**config.mk**
```make
export PLATFORM = sky130hd
export DESIGN_NAME = branch_resolve
export DESIGN_NICKNAME = d
export VERILOG_FILES = /design/src/rtl/branch_resolve.sv
export SDC_FILE = /design/constraint.sdc
export NUM_CORES = 1
export LEC_CHECK = 0
export BUFFER_PORTS_ARGS = -buffer_cell sky130_fd_sc_hd__buf_2
export CORE_ASPECT_RATIO = 0.9
export CORE_UTILIZATION = 47
export DETAILED_ROUTE_END_ITERATION = 10
export PLACE_DENSITY = 0.86
export SYNTH_ARGS = -nofsm -noshare
export SYNTH_HDL_FRONTEND = slang
export SYNTH_SLANG_ARGS = --single-unit
export TNS_END_PERCENT = 20
```
**constraint.sdc**
```tcl
create_clock -name clk -period 3.45 [get_ports clk]
set_clock_uncertainty 0.1 [all_clocks]
set_input_delay 0.69 -clock clk [delete_from_list [all_inputs] [get_ports clk]]
set_output_delay 0.69 -clock clk [all_outputs]
set_load 0.01 [all_outputs]
```
**src/rtl/branch_resolve.sv**
```systemverilog
module branch_resolve #(
  parameter int XLEN       = 32,
  parameter int RIDX       = 5,
  parameter int OP_JUMP    = 8,
  parameter int OP_JLINK   = 9,
  parameter bit REGISTERED = 1'b1
) (
  input  logic            clk,
  input  logic            rst_n,
  input  logic            in_valid,
  input  logic [31:0]     instr,
  input  logic [XLEN-1:0] pc_inc,
  output logic [RIDX-1:0] rb_idx,
  output logic [RIDX-1:0] rc_idx,
  input  logic [XLEN-1:0] rb_val,
  input  logic [XLEN-1:0] rc_val,
  output logic            out_valid,
  output logic [XLEN-1:0] next_pc,
  output logic            link_we,
  output logic [RIDX-1:0] link_idx,
  output logic [XLEN-1:0] link_data
);

  localparam int OPW = 5;
  localparam int TSW = 3;

  logic [OPW-1:0] opcode;
  logic [TSW-1:0] test;
  logic           is_jump, is_link, pass, taken;
  logic [XLEN-1:0] pc_c;
  logic            we_c;

  assign opcode  = instr[31:27];
  assign test    = instr[2:0];
  assign rb_idx  = instr[21:17];
  assign rc_idx  = instr[16:12];
  assign is_link = (opcode == OPW'(OP_JLINK));
  assign is_jump = is_link || (opcode == OPW'(OP_JUMP));

  always_comb begin
    case (test)
      3'b001:  pass = 1'b1;
      3'b010:  pass = (rc_val == '0);
      3'b011:  pass = (rc_val != '0);
      3'b100:  pass = ~rc_val[XLEN-1];
      3'b101:  pass = rc_val[XLEN-1];
      default: pass = 1'b0;
    endcase
  end

  assign taken = is_jump && pass;
  assign pc_c  = taken ? rb_val : pc_inc;
  assign we_c  = in_valid && is_link;

  generate
    if (REGISTERED) begin : g_reg
      logic            v_q, we_q;
      logic [XLEN-1:0] pc_q, ld_q;
      logic [RIDX-1:0] li_q;

      always_ff @(posedge clk) begin
        if (!rst_n) begin
          v_q  <= 1'b0;
          we_q <= 1'b0;
          pc_q <= '0;
          ld_q <= '0;
          li_q <= '0;
        end else begin
          v_q  <= in_valid;
          we_q <= we_c;
          pc_q <= pc_c;
          ld_q <= pc_inc;
          li_q <= instr[26:22];
        end
      end

      assign out_valid = v_q;
      assign link_we   = we_q;
      assign next_pc   = pc_q;
      assign link_data = ld_q;
      assign link_idx  = li_q;

      a_r8_valid_follows: assert property (@(posedge clk) disable iff (!rst_n)
        in_valid |=> out_valid);
      a_r9_no_valid_no_write: assert property (@(posedge clk) disable iff (!rst_n)
        !in_valid |=> (!out_valid && !link_we));
      a_r5_link_carries_pc: assert property (@(posedge clk) disable iff (!rst_n)
        (in_valid && instr[31:27] == OPW'(OP_JLINK)) |=> (link_we && link_data == $past(pc_inc)));
      a_r7_other_ops_pass: assert property (@(posedge clk) disable iff (!rst_n)
        (in_valid && instr[31:27] != OPW'(OP_JUMP) && instr[31:27] != OPW'(OP_JLINK))
        |=> (!link_we && next_pc == $past(pc_inc)));
    end else begin : g_comb
      assign out_valid = in_valid;
      assign link_we   = we_c;
      assign next_pc   = pc_c;
      assign link_data = pc_inc;
      assign link_idx  = instr[26:22];

      a_r5_link_only_op9: assert property (@(posedge clk) disable iff (!rst_n)
        link_we |-> (in_valid && instr[31:27] == OPW'(OP_JLINK)));
      a_r6_reserved_codes_fall_through: assert property (@(posedge clk) disable iff (!rst_n)
        (instr[2:1] == 2'b11) |-> (next_pc == pc_inc));
      a_r7_other_ops_pass: assert property (@(posedge clk) disable iff (!rst_n)
        (instr[31:27] != OPW'(OP_JUMP) && instr[31:27] != OPW'(OP_JLINK)) |-> (next_pc == pc_inc));
      a_r4_target_or_seq: assert property (@(posedge clk) disable iff (!rst_n)
        (next_pc == rb_val) || (next_pc == pc_inc));
    end
  endgenerate

endmodule

```
==> key figures <==
Run status
  • Status: completed

Timing
  • Pin slew with the least headroom to its limit: 0.678 ns
  • Relative slew slack: 54.8%
  • WHS: between 0.4 and 0.5 ns
  • Period utilization: 75.3%
  • Setup TNS: 0 ns
  • Final setup fails: 0
  • Final Hold Viols: 0
  • Achievable Freq: 385 MHz
  • Period minus WS final: between 2 and 3 ns
  • RSZ-0062 raised after global routing: no
  • Final slew viol count: 0

Worst setup path
  • CP Max Fanout: between 50 and 60
  • WP data arrival: about 2.8 ns
  • Crit path from: instr[28]
  • Worst Path Required: between 3 and 4 ns
  • Type of origin of the critical path: primary input
  • WS Path Type: in2reg
  • Crit. End Element: flip-flop

Synth
  • Synth Instances: 540
  • Post-synth ARST share: 0%
  • Distinct cells, synth: 31
  • Post-Syn Area: ~0.0044 sq mm
  • Syn nets: between 600 and 700
  • Synth Flop Type: dfxtp_1
  • Sequential share of the synthesized area: approximately 33%
  • YS warnings: 0
  • FF+latch count, synth: 71
  • Mean Syn Cell Area: 8.06 sq um
  • Post-synth EDFFs: 0

Route
  • 1st-iter DRT viols: between 400 and 500
  • First-pass DRT Iterations: 5
  • DRT antenna net count: 0
  • Vias/cell: between 6 and 7
  • Avg WL per Cell: roughly 17 um
  • Via count: roughly 5000
  • DRC: 0
  • WL final: approximately 14000 um

CTS
  • CTS clk-pin slew, worst paths: ~0.070 ns
  • Post_cts resized: 0
  • CTS max path bufs: 2
  • Clk sink count: 71
  • Clk root buf: clkbuf_8
  • Post-CTS setup buffer count: 0
  • TritonCTS clock tree: done
  • H-tree depth: 3
  • CTS hold repair buffers: 0
  • CTS Buf Count: 9

Floorplanning
  • Core ar.: 0.00877 sq mm
  • Starting Density: between 40% and 50%
  • Die area: 0.00965 sq mm
  • IO Count: between 200 and 250
  • Std-Cell Rows: 32
  • Die Wd: 103 um
  • Die Y: 93.3 um

Global routing
  • Total track usage: 28.4%
  • Vias in the first global route: between 4000 and 5000
  • Congestion Overflow GR: 0
  • Largest net degree at the start of global routing: 66
  • Antenna violations before repair: 1
  • First-pass GRT wire length: 21900 um

Finish
  • Nets: between 700 and 800
  • Most frequent cells in the layout: buf_2 (182), dfxtp_1 (71), nor3_1 (63)
  • Commonest non-fill, non-tap cell in the layout: buf_2
  • Share of layout cells above drive strength 1: a little under two fifths
  • Finished Layout Cells: slightly below 800
  • Area growth syn-to-layout: 23.6%

Run
  • Max-Cap Viols: 0

Placed design
  • Dpl cells: ~770
  • GPL Wtd Cong: 0.776
  • DP Wirelength: 8560 um
  • Port bufs: between 150 and 200

Pwr
  • Worst VDD drop: around 0.16 mV
  • Leakage: roughly 2.1 nW
  • Pwr/cell area: 371 mW/mm^2

Hold path
  • Worst Hold Class: in2reg
  • Hold path depth: 2
  • Hold Path Origin: instr[24]
sequential cells by signal, summed over array words and instances, names as in the netlist:
| register | cells |
|---|---|
| link_idx | 5 |
| next_pc | 32 |
| link_we | 1 |
| link_data | 32 |
| out_valid | 1 |
where the power goes:
part	switching, W	internal, W	leakage [nW]
Sequential	0.0000133	0.000874	0.593
Clock	0.000324	0.000427	0.110
Combinational	0.000206	0.000152	1.43
worst max-delay path: stages:
cell and delay, ns:
buf_2 0.13, or4b_1 0.62, or2_4 0.30, buf_4 0.31, a2111oi_0 0.52, a21oi_1 0.10
nand3_1 0.10
through the flow:
step / utilization (%) / total power [W] / instance area, sq um / worst slack [ns]
after floorplan: - / 0.00111 / 4350 / 0.800
after global placement: 58.8 / 0.00125 / 5150 / 0.629
after detailed placement: 58.8 / 0.00126 / 5150 / 0.584
after CTS: 61.3 / 0.00200 / 5380 / 0.937
after global routing: 61.4 / 0.00208 / 5380 / 0.789
final: 61.4 / 0.00200 / 5380 / 0.850
cell families after synthesis:
| logic type | share of synthesized area (%) |
|---|---|
| flip-flops | 32.6 |
| XOR/XNOR | 0.201 |
| AND/OR/NAND/NOR | 26.9 |
| AO/OA/AOI/OAI | 30.8 |
| buffers and inverters | 9.40 |
path summary, 6_finish.rpt:
check                     end  slack, ns
setup / recovery   next_pc[4]       0.85
hold / removal    link_idx[2]       0.45
cells in the mapped netlist (all sizes together), types with 2 or more instances:
cell type,number,area [sq um]
a311oi,31,447
nand2,34,128
clkbuf,65,244
or2,3,18.8
buf,23,161
o311ai,32,280
dfxtp,71,1420
a21oi,62,310
and2,39,244
and4,2,17.5
a2111oi,31,272
nand4,31,194
nand2b,2,12.5
nor3,63,315
nor4,9,56.3
nand3,32,160
area by class of cell:
class	count	area [sq um]
flip-flops and latches	71	1420
well taps	119	149
clock buffers	11	141
multi-input cells	380	2540
fillers	752	3390
inverters	1	3.75
repair buffers	198	1040
diodes	1	2.50
clock inverters	5	81.3
layer usage:
layer	wire (um)	track usage [%]
met5	0	0
met4	276	14.1
met3	1430	7.77
met2	6510	45.4
met1	5340	34.6
Note: power is estimated with default switching activity, not from simulation.
